**src/rtl/cfgport_pkg.sv**
```systemverilog
package cfgport_pkg;

  typedef enum logic [3:0] {
    S_IDLE, S_PRE_HI, S_PRE_LO, S_SEL_OFF, S_DATA_SET,
    S_ACK_HI, S_ACK_LO, S_RDY_HI, S_RDY_LO, S_RDY_POLL, S_TAIL
  } seq_state_t;

  // Reload value for a level that must last `cycles` system clocks.
  function automatic int unsigned level_reload(int unsigned cycles);
    return (cycles > 0) ? cycles - 1 : 0;
  endfunction

  // True when `cnt` (zero-based) is the final slot of a run of `lim`.
  function automatic logic final_slot(int unsigned cnt, int unsigned lim);
    return (cnt + 1) >= lim;
  endfunction

endpackage

```
**src/rtl/cfgport_sync.sv**
```systemverilog
module cfgport_sync #(
  parameter int STAGES = 2
) (
  input  logic clk,
  input  logic rst_n,
  input  logic d,
  output logic q
);
  logic [STAGES-1:0] chain;

  always_ff @(posedge clk or negedge rst_n) begin
    if (!rst_n) chain <= '0;
    else        chain <= {chain[STAGES-2:0], d};
  end

  assign q = chain[STAGES-1];
endmodule

```
**src/rtl/cfgport_timer.sv**
```systemverilog
module cfgport_timer #(
  parameter int W = 8
) (
  input  logic         clk,
  input  logic         rst_n,
  input  logic         load,
  input  logic [W-1:0] load_val,
  output logic         expired
);
  logic [W-1:0] cnt;

  always_ff @(posedge clk or negedge rst_n) begin
    if (!rst_n)          cnt <= '0;
    else if (load)       cnt <= load_val;
    else if (cnt != '0)  cnt <= cnt - 1'b1;
  end

  assign expired = (cnt == '0);
endmodule

```
**src/rtl/cfgport_writer.sv**
```systemverilog
module cfgport_writer
  import cfgport_pkg::*;
#(
  parameter int AW          = 16,
  parameter int DW          = 16,
  parameter int HALF_CYC    = 250,
  parameter int PRE_PULSES  = 15,
  parameter int ACK_TRIES   = 10,
  parameter int POLL_CYC    = 10000,
  parameter int READY_LIMIT = 5000000
) (
  input  logic          clk,
  input  logic          rst_n,
  input  logic          req_write,
  input  logic          req_ready,
  input  logic [AW-1:0] req_addr,
  input  logic [DW-1:0] req_data,
  output logic          busy,
  output logic          done,
  output logic          timeout,
  output logic          port_clk,
  output logic          port_sel,
  output logic [AW-1:0] port_addr,
  output logic          port_wen,
  output logic [DW-1:0] port_wdata,
  input  logic          port_ack
);
  localparam int TMAX = (HALF_CYC > POLL_CYC) ? HALF_CYC : POLL_CYC;
  localparam int TW   = $clog2(TMAX + 1);
  localparam int PW   = $clog2(PRE_PULSES + 1);
  localparam int KW   = $clog2(ACK_TRIES + 1);
  localparam int LW   = $clog2(READY_LIMIT + 1);
  localparam int HW   = $clog2(HALF_CYC + 1);

  seq_state_t    st;
  logic [AW-1:0] lat_addr;
  logic [DW-1:0] lat_data;
  logic [PW-1:0] pre_cnt;
  logic [KW-1:0] try_cnt;
  logic [LW-1:0] elapsed;
  logic          done_q, tmo_q;

  // Named internal events
  logic          ack_s;
  logic          tick;
  logic          accept;
  logic          limit_hit;
  logic          poll_next;
  logic          tmr_load;
  logic [TW-1:0] tmr_val;
  logic          tmr_exp;

  cfgport_sync #(.STAGES(2)) u_sync (
    .clk(clk), .rst_n(rst_n), .d(port_ack), .q(ack_s)
  );

  assign tick      = tmr_exp && (st != S_IDLE);
  assign accept    = (st == S_IDLE) && (req_write || req_ready);
  assign limit_hit = (elapsed >= LW'(READY_LIMIT));
  assign poll_next = (st == S_RDY_LO) || ((st == S_RDY_POLL) && ack_s && !limit_hit);
  assign tmr_load  = accept || tick;
  assign tmr_val   = poll_next ? TW'(level_reload(POLL_CYC)) : TW'(level_reload(HALF_CYC));

  cfgport_timer #(.W(TW)) u_timer (
    .clk(clk), .rst_n(rst_n), .load(tmr_load), .load_val(tmr_val), .expired(tmr_exp)
  );

  always_ff @(posedge clk or negedge rst_n) begin
    if (!rst_n) begin
      st         <= S_IDLE;
      lat_addr   <= '0;
      lat_data   <= '0;
      pre_cnt    <= '0;
      try_cnt    <= '0;
      elapsed    <= '0;
      done_q     <= 1'b0;
      tmo_q      <= 1'b0;
      port_clk   <= 1'b0;
      port_sel   <= 1'b0;
      port_wen   <= 1'b0;
      port_addr  <= '0;
      port_wdata <= '0;
    end else begin
      done_q <= 1'b0;
      unique case (st)
        S_IDLE: begin
          if (req_write) begin
            lat_addr <= req_addr;
            lat_data <= req_data;
            tmo_q    <= 1'b0;
            pre_cnt  <= '0;
            port_wen <= 1'b0;
            port_sel <= 1'b1;
            port_clk <= 1'b1;
            st       <= S_PRE_HI;
          end else if (req_ready) begin
            tmo_q      <= 1'b0;
            port_addr  <= '0;
            port_wdata <= '0;
            port_wen   <= 1'b0;
            port_sel   <= 1'b1;
            port_clk   <= 1'b1;
            st         <= S_RDY_HI;
          end
        end
        S_PRE_HI: if (tick) begin
          port_clk <= 1'b0;
          st       <= S_PRE_LO;
        end
        S_PRE_LO: if (tick) begin
          if (final_slot(32'(pre_cnt), PRE_PULSES)) begin
            port_sel <= 1'b0;
            st       <= S_SEL_OFF;
          end else begin
            pre_cnt  <= pre_cnt + 1'b1;
            port_clk <= 1'b1;
            st       <= S_PRE_HI;
          end
        end
        S_SEL_OFF: if (tick) begin
          port_wdata <= lat_data;
          port_wen   <= 1'b1;
          st         <= S_DATA_SET;
        end
        S_DATA_SET: if (tick) begin
          port_addr <= lat_addr;
          port_clk  <= 1'b1;
          port_sel  <= 1'b1;
          try_cnt   <= '0;
          st        <= S_ACK_HI;
        end
        S_ACK_HI: if (tick) begin
          if (ack_s) begin
            port_clk <= 1'b0;
            port_wen <= 1'b0;
            st       <= S_TAIL;
          end else if (final_slot(32'(try_cnt), ACK_TRIES)) begin
            tmo_q    <= 1'b1;
            port_clk <= 1'b0;
            port_wen <= 1'b0;
            st       <= S_TAIL;
          end else begin
            try_cnt  <= try_cnt + 1'b1;
            port_clk <= 1'b0;
            st       <= S_ACK_LO;
          end
        end
        S_ACK_LO: if (tick) begin
          port_clk <= 1'b1;
          st       <= S_ACK_HI;
        end
        S_RDY_HI: if (tick) begin
          port_clk <= 1'b0;
          st       <= S_RDY_LO;
        end
        S_RDY_LO: if (tick) begin
          elapsed <= '0;
          st      <= S_RDY_POLL;
        end
        S_RDY_POLL: begin
          if (!limit_hit) elapsed <= elapsed + 1'b1;
          if (tick && !ack_s) begin
            port_clk <= 1'b0;
            st       <= S_TAIL;
          end else if (tick && limit_hit) begin
            tmo_q    <= 1'b1;
            port_clk <= 1'b0;
            st       <= S_TAIL;
          end
        end
        S_TAIL: if (tick) begin
          done_q <= 1'b1;
          st     <= S_IDLE;
        end
        default: st <= S_IDLE;
      endcase
    end
  end

  assign busy    = (st != S_IDLE);
  assign done    = done_q;
  assign timeout = tmo_q;

  // ---------------- assertions ----------------
  logic          clk_d;
  logic [HW-1:0] hold_cnt;

  always_ff @(posedge clk or negedge rst_n) begin
    if (!rst_n) begin
      clk_d    <= 1'b0;
      hold_cnt <= HW'(HALF_CYC);
    end else begin
      clk_d <= port_clk;
      if (clk_d != port_clk)               hold_cnt <= HW'(1);
      else if (hold_cnt < HW'(HALF_CYC))   hold_cnt <= hold_cnt + 1'b1;
    end
  end

  p_clk_level_r2: assert property (@(posedge clk) disable iff (!rst_n)
    !$stable(port_clk) |-> hold_cnt >= HW'(HALF_CYC));

  p_addr_launch_r4: assert property (@(posedge clk) disable iff (!rst_n)
    !$stable(port_addr) |-> (port_clk && port_sel));

  p_wen_after_sel_r4: assert property (@(posedge clk) disable iff (!rst_n)
    $rose(port_wen) |-> !port_sel);

  p_ignore_busy_r9: assert property (@(posedge clk) disable iff (!rst_n)
    (busy && req_write) |=> ($stable(lat_addr) && $stable(lat_data)));

  p_done_pulse_r10: assert property (@(posedge clk) disable iff (!rst_n)
    done |=> !done);

  p_done_quiet_r10: assert property (@(posedge clk) disable iff (!rst_n)
    done |-> (!port_clk && !port_wen && !busy));

  p_tmo_clear_r10: assert property (@(posedge clk) disable iff (!rst_n)
    (!busy && (req_write || req_ready)) |=> !timeout);

  p_idle_reset_r1: assert property (@(posedge clk)
    !rst_n |-> (!port_clk && !port_sel && !port_wen && !done && !timeout));
endmodule

```
**config.mk**
```make
export PLATFORM = sky130hd
export DESIGN_NAME = cfgport_writer
export DESIGN_NICKNAME = d
export VERILOG_FILES = /design/src/rtl/cfgport_pkg.sv /design/src/rtl/cfgport_sync.sv /design/src/rtl/cfgport_timer.sv /design/src/rtl/cfgport_writer.sv
export SDC_FILE = /design/constraint.sdc
export NUM_CORES = 1
export LEC_CHECK = 0
export BUFFER_PORTS_ARGS = -buffer_cell sky130_fd_sc_hd__buf_2
export CORE_MARGIN = 2
export CORE_UTILIZATION = 46
export CTS_CLUSTER_DIAMETER = 60
export DETAILED_ROUTE_END_ITERATION = 10
export PLACE_DENSITY = 0.68
export SETUP_SLACK_MARGIN = 0.1
export SLEW_MARGIN = 20
export SYNTH_ARGS = -nofsm -noshare
export SYNTH_HDL_FRONTEND = slang
export SYNTH_SLANG_ARGS = --single-unit
```
**constraint.sdc**
```tcl
create_clock -name clk -period 2.7 [get_ports clk]
set_clock_uncertainty 0.15 [all_clocks]
set_input_delay 0.135 -clock clk [delete_from_list [all_inputs] [get_ports clk]]
set_output_delay 0.135 -clock clk [all_outputs]
set_load 0.03 [all_outputs]
```
Word-level counts from Yosys, hierarchy flattened
Cells that the tools add are included.
- $add $sub $neg: 6
- $lt $le $gt $ge: 3
- equality and inequality tests: 34
- muxes and demuxes: 62
- reductions and logical operators: 38
- operators by type and width (operator ; count):
    4-bit two-way mux ; 20
    16-bit two-way mux ; 4
    16-bit one-hot mux with 2 select lines ; 2
    23-bit two-way mux ; 2
    23-bit one-hot mux with 2 select lines ; 1
    14-bit two-way mux ; 3
    4-bit one-hot mux with 10 select lines ; 1
    2-bit != test (second input constant) ; 18
    23-bit by 1-bit adder with 23-bit output (second input constant) ; 1
    23-bit greater-or-equal comparator (second input constant) ; 1
    1-bit two-way mux ; 22
    4-bit by 3-bit equality test with 1-bit output (second input constant) ; 4
    4-bit one-hot mux with 2 select lines ; 2
    5-bit AND reduction ; 3
    14-bit logical NOT ; 1
    7-bit AND reduction ; 2
    14-bit nonzero test ; 1
    14-bit by 1-bit subtractor with 14-bit output (second input constant) ; 1
    4-bit equality test (second input constant) ; 3
    4-bit AND reduction ; 3
    2-bit nonzero test ; 6
    4-bit by 1-bit adder with 5-bit output (second input constant) ; 2
    5-bit by 4-bit greater-or-equal comparator with 1-bit output (second input constant) ; 2
    10-bit AND reduction ; 1
    21 further kinds ; 37
- bits in registers: 120
- word-level logic and storage cells: 158

Logic depth before layout (Yosys ltp)
- depth after elaboration: 6
- mapped depth: 9
- gate-level depth less buffers: 8

Hierarchy
From an unflattened synthesis, not the netlist that was laid out.
- cell total of the unflattened synthesis: 520
- area total of the unflattened synthesis: 5804.3 um2
- modules (own cells, without submodules) (module ; instances ; cells an instance ; area an instance (um2) ; sequential area each (um2)):
    cfgport_writer ; 1 ; 441 ; 4928.5 ; 2602.5
    cfgport_timer ; 1 ; 77 ; 825.8 ; 350.3
    cfgport_sync ; 1 ; 2 ; 50.0 ; 50.0

Least setup slack after synthesis
No wires, ideal clock.
- path type: register to register
- start: reg u_timer.cnt[9]
- end: reg port_clk
- library setup time: 0.125 ns
- data arrival time: 2.273 ns
- data required time: 2.425 ns
- slack: 0.152 ns
- stages on the path, launching flop included: 7
- buffers on the path: 0
- cell sequence: dfrtp_1 or4_4 or3_4 nor2_1 o21ai_0 a211oi_1 mux2_2
- longest elaborated chain between the ends: 5
- elaborated cells on any way between the ends: 11
- those cells by class: eq/ne: 4; mux: 2; reduce/logical: 5
- ends and longest elaborated chain (what ; line ; RTL):
    from (decl) ; cfgport_timer.sv:10 ; logic [W-1:0] cnt;
    from (signal assigned) ; cfgport_timer.sv:14 ; else if (load) cnt <= load_val;
    from (signal assigned) ; cfgport_timer.sv:15 ; else if (cnt != '0) cnt <= cnt - 1'b1;
    14-bit logical NOT * ; cfgport_timer.sv:18 ; assign expired = (cnt == '0);
    1-bit logical AND * ; cfgport_writer.sv:57 ; assign tick = tmr_exp && (st != S_IDLE);
    1-bit logical AND, on equally long branches ; cfgport_writer.sv:162, cfgport_writer.sv:165 ;
    3-bit by 1-bit != test with 1-bit output (no source line) / 1-bit two-way mux (equally long branches) ; n/a ;
    7-bit AND reduction (no source line) / 1-bit one-hot mux with 5 select lines (equally long branches) ; n/a ;
    to (signal assigned) ; cfgport_writer.sv:78 ; port_clk <= 1'b0;
    to (signal assigned) ; cfgport_writer.sv:163 ; port_clk <= 1'b0;
    to (signal assigned) ; cfgport_writer.sv:167 ; port_clk <= 1'b0;
    to (decl) ; cfgport_writer.sv:21 ; output logic port_clk,
Every way passes the cells marked *; elsewhere a longest branch is shown, timed or not.
A chain may end at the register's enable or synchronous reset.

Worst setup path after layout
- start: reg try_cnt[0]
- end: reg try_cnt[3]
- longest elaborated chain between the ends: 5
- elaborated cells on any way between the ends: 9
- those cells by class: add/sub: 2; order compare: 1; eq/ne: 1; mux: 4; reduce/logical: 1
- ends and longest elaborated chain (what ; line ; RTL):
    from (decl) ; cfgport_writer.sv:39 ; logic [KW-1:0] try_cnt;
    from (signal assigned) ; cfgport_writer.sv:143 ; try_cnt <= try_cnt + 1'b1;
    branches (longest 5 deep; another with 4-bit by 1-bit adder with 5-bit output) ; n/a ;
Several ways; the timed one is not identified. The select of a mux whose other input is x is not followed.

==> insert_results.sql <==
INSERT INTO impl_metrics (metric_group, metric, value, unit) VALUES
('timing', 'setup_repair_after_global_routing_missed_its_margin', 'yes', ''),
('critical_path', 'path_buf_inv', '0', ''),
('cells_and_area', 'ff_latch_area', '3000', 'um2'),
('timing', 'fin_worst_hold_slack', '0.0441', 'ns'),
('detailed_routing', 'number_of_vias_per_cell_after_detailed_routing', '5.40', ''),
('die', 'dieArea', '13600', 'um2'),
('detailed_routing', 'first_iter_violations', '413', ''),
('critical_path', 'worst-endpoint-arrival', '2.72', 'ns'),
('critical_path', 'worst-setup-path-type', 'reg2reg', ''),
('detailed_routing', 'remaining_drc_errors', '0', ''),
('global_routing', 'groute.usage.overall', '21.7', '%'),
('die', 'dieWidth', '116', 'um'),
('synth', 'synth_top_area_share', '51.6', '%'),
('global_routing', 'globalRouteOverflowTotal', '0', ''),
('detailed_routing', 'route.detailed.wl_per_inst', '15.3', 'um'),
('power', 'power.internal', '4840', 'uW'),
('synth', 'synth_seq_area_share', '51.6', '%'),
('cts', 'cts_htree_levels', '4', ''),
('global_routing', 'grt_pass1_vias', '4773', ''),
('cts', 'ctsLongestPathBuffers', '2', ''),
('timing', 'finalHoldViolCount', '0', ''),
('synth', 'synthesis.yosys.warnings', '0', ''),
('timing', 'drv_slew', '0', ''),
('power', 'pwr_density_cell', '1000', 'nW/um2'),
('critical_path', 'worstSetupStartpointType', 'flop', ''),
('min_path', 'timing.hold.worst.class', 'in2reg', ''),
('timing', 'tns', '0', 'ns'),
('timing', 'finalSetupViolCount', '0', ''),
('cells_and_area', 'proportion_of_layout_cells_with_a_drive_suffix_above_1', '27.2', '%'),
('power', 'vdd_ir_max', '0.000522', 'V'),
('critical_path', 'timing.critical_path.slowest_cell_delay', '0.46', 'ns'),
('cells_and_area', 'num-nets-final', '782', ''),
('power', 'p_leak', '0.00338', 'uW'),
('critical_path', 'cp_cell_sequence', 'ha_4 -> nor3b_4 -> a41oi_1 -> o32a_1 -> a2111o_1 -> or2_1 -> o31ai_1', ''),
('cts', 'cts_tree', 'done', ''),
('place', 'dp.final_hpwl', '9.35', 'mm'),
('cells_and_area', 'fillerInstances', '1015', ''),
('cts', 'numCtsBuffers', '17', ''),
('cts', 'path_clk_slew', '0.05', 'ns'),
('die', 'boundaryPins', '75', ''),
('detailed_routing', 'totalWireLength', '14.1', 'mm'),
('run_status', 'result_of_the_run', 'finished, final reports clean', ''),
('cells_and_area', 'fin_util', '60.9', '%'),
('synth', 'netlist_area_before_placement', '5820', 'um2'),
('cells_and_area', 'multiInputGateArea', '2710', 'um2'),
('cells_and_area', 'area.growth.synth_to_final', '30.6', '%'),
('power', 'power.switching', '2790', 'uW'),
('global_routing', 'grt_first_pass_wirelength', '22.9', 'mm'),
('synth', 'flops_latches_synth', '120', ''),
('place', 'routabilityCongestion', '0.856', ''),
('synth', 'dominantRegCellSynth', 'sky130_fd_sc_hd__dfrtp_1', ''),
('cells_and_area', 'antennaDiodeCount', '0', ''),
('die', 'initial_core_util', '46.7', '%'),
('timing', 'period_share', '94.5', '%'),
('synth', 'synth_enable_flop_cells', '0', ''),
('synth', 'netlist_top_cells_area', 'sky130_fd_sc_hd__dfrtp_1, sky130_fd_sc_hd__nand2_1, sky130_fd_sc_hd__mux2_2, sky130_fd_sc_hd__o21ai_0, sky130_fd_sc_hd__xnor2_1', ''),
('critical_path', 'crit_family', 'compound AO/OA/AOI/OAI gates', ''),
('synth', 'syn_area_per_cell', '9.71', 'um2'),
('detailed_routing', 'detail-route-antenna-nets', '0', ''),
('detailed_routing', 'vias', '4976', ''),
('synth', 'syn_inst', '599', ''),
('critical_path', 'worst_ep_required_time', '2.86', 'ns'),
('power', 'combinationalPowerShare', '35.1', '%'),
('cts', 'cts_root_buffer', 'sky130_fd_sc_hd__clkbuf_16', ''),
('global_routing', 'grt_max_degree', '55', ''),
('critical_path', 'critical_path.max_fanout', '6', ''),
('critical_path', 'worstSetupEndpointType', 'flop', ''),
('power', 'clockPowerShare', '28.6', '%'),
('die', 'coreArea', '12500', 'um2'),
('synth', 'mappedNetlistNets', '644', ''),
('timing', 'max_clock_freq', '0.392', 'GHz');
worst register-to-register path, cell delays in order (launching register included):
cell and delay [ns]:
sky130_fd_sc_hd__dfrtp_2 0.46, sky130_fd_sc_hd__ha_4 0.29, sky130_fd_sc_hd__nor3b_4 0.17, sky130_fd_sc_hd__a41oi_1 0.08
sky130_fd_sc_hd__o32a_1 0.43, sky130_fd_sc_hd__a2111o_1 0.41, sky130_fd_sc_hd__or2_1 0.25, sky130_fd_sc_hd__o31ai_1 0.22
Yosys cell counts (2+ instances only):
cell and n:
sky130_fd_sc_hd__dfrtp_1 120, sky130_fd_sc_hd__nand2_1 102, sky130_fd_sc_hd__o21ai_0 60, sky130_fd_sc_hd__nor2_1 36, sky130_fd_sc_hd__mux2_2 34, sky130_fd_sc_hd__a21oi_1 26, sky130_fd_sc_hd__clkbuf_1 24, sky130_fd_sc_hd__inv_1 17
sky130_fd_sc_hd__nor3_1 16, sky130_fd_sc_hd__nor4_1 16, sky130_fd_sc_hd__xnor2_1 16, sky130_fd_sc_hd__nand3_1 13, sky130_fd_sc_hd__and3_1 11, sky130_fd_sc_hd__or3_1 9, sky130_fd_sc_hd__ha_1 8, sky130_fd_sc_hd__nand4_1 8
sky130_fd_sc_hd__o31ai_1 7, sky130_fd_sc_hd__a211oi_1 6, sky130_fd_sc_hd__nand2b_1 5, sky130_fd_sc_hd__mux2i_1 4, sky130_fd_sc_hd__o211ai_1 4, sky130_fd_sc_hd__buf_1 3, sky130_fd_sc_hd__o2111ai_1 3, sky130_fd_sc_hd__or2_2 3
sky130_fd_sc_hd__or4_1 3, sky130_fd_sc_hd__a21o_1 2, sky130_fd_sc_hd__a31oi_1 2, sky130_fd_sc_hd__a41oi_1 2, sky130_fd_sc_hd__and4_1 2, sky130_fd_sc_hd__buf_6 2, sky130_fd_sc_hd__nor2b_1 2, sky130_fd_sc_hd__nor3b_1 2
sky130_fd_sc_hd__o21ai_1 2, sky130_fd_sc_hd__xor2_1 2
layer usage:
| layer | routed length (um) | global-route usage, % |
|---|---|---|
| met1 | 6140 | 28.1 |
| met2 | 7110 | 35.3 |
| met3 | 521 | 4.62 |
| met4 | 335 | 9.76 |
| met5 | 0 | 0 |
layout make-up:
| type | count | share of cell area, % |
|---|---|---|
| clock buffer | 20 | 5.88 |
| tap | 172 | 2.83 |
| clock inverter | 11 | 1.65 |
| multi-input combinational | 433 | 35.7 |
| sequential | 120 | 39.6 |
| timing repair buffer | 148 | 13.6 |
| inverter | 17 | 0.840 |
power by group through the flow:
| stage | sequential [uW] | combinational, uW | clock, uW |
|---|---|---|---|
| finish | 2780 | 2670 | 2180 |
| global route | 2860 | 2940 | 2300 |
| global placement | 2750 | 2490 | 0 |
| floorplan | 3140 | 1390 | 0 |
| detailed placement | 2790 | 2570 | 0 |
| CTS | 2770 | 2630 | 2220 |
per-stage QoR:
step,area (um2),total power [uW],cells
6_report,7590,7630,921
2_1_floorplan,5820,4540,599
4_1_cts,7480,7610,915
3_5_place_dp,6540,5360,847
3_3_place_gp,6540,5250,847
5_1_grt,7590,8090,921
state kept, by name (all words and copies together), names as in the netlist:
name and flops:
done 1, port_sel 1, port_clk 1, u_timer.cnt 14
lat_data 16, lat_addr 16, port_wdata 16, pre_cnt 4
port_addr 16, port_wen 1, u_sync.chain 2, try_cnt 4
elapsed 23, timeout 1, st 4
path summary, 6_finish.rpt:
path,start,depth (start not counted),slack [ns],endpoint
worst max-delay path,try_cnt[0],7,0.15,try_cnt[3]
worst min-delay path,req_write,4,0.04,timeout
worst max register to register,try_cnt[0],7,0.15,try_cnt[3]
worst min register to register,u_sync.chain[0],0,0.19,u_sync.chain[1]
max in group asynchronous,rst_n,3,1.56,elapsed[4]
min in group asynchronous,rst_n,2,0.12,u_timer.cnt[3]
timing repair:
item | in CTS | in global routing
gates cloned | 0 | 1
setup endpoints to repair | 4 | 39
hold buffers | 35 | 0
setup buffers | 2 | 5
endpoints found under the hold margin | 78 | 0
gates resized for setup | 2 | 14
pin swaps | 1 | 6
kinds of logic (layout without fill, tap and decap cells):
logic type               Yosys count  after routing  synth area share, %
buffers and inverters             46            196                 3.23
XOR/XNOR                          18             18                 2.71
AO/OA/AOI/OAI                    128            128                 13.2
adder cells (fa/ha/maj)            8              8                 1.72
multiplexers                      38             38                 7.27
flip-flops                       120            120                 51.6
AND/OR/NAND/NOR                  241            241                 20.2
layout by cell type (no fill, tap or decap), types with 15 or more instances in the layout:
| cell | synthesis | routed |
|---|---|---|
| sky130_fd_sc_hd__a21oi_1 | 26 | 22 |
| sky130_fd_sc_hd__buf_2 | 0 | 74 |
| sky130_fd_sc_hd__buf_4 | 0 | 37 |
| sky130_fd_sc_hd__clkbuf_16 | 0 | 17 |
| sky130_fd_sc_hd__dfrtp_1 | 120 | 119 |
| sky130_fd_sc_hd__dlygate4sd3_1 | 0 | 35 |
| sky130_fd_sc_hd__inv_1 | 17 | 17 |
| sky130_fd_sc_hd__mux2_2 | 34 | 34 |
| sky130_fd_sc_hd__nand2_1 | 102 | 102 |
| sky130_fd_sc_hd__nor2_1 | 36 | 35 |
| sky130_fd_sc_hd__nor3_1 | 16 | 15 |
| sky130_fd_sc_hd__nor4_1 | 16 | 16 |
| sky130_fd_sc_hd__o21ai_0 | 60 | 57 |
| sky130_fd_sc_hd__xnor2_1 | 16 | 16 |
Note: power is estimated with default switching activity, not from simulation.
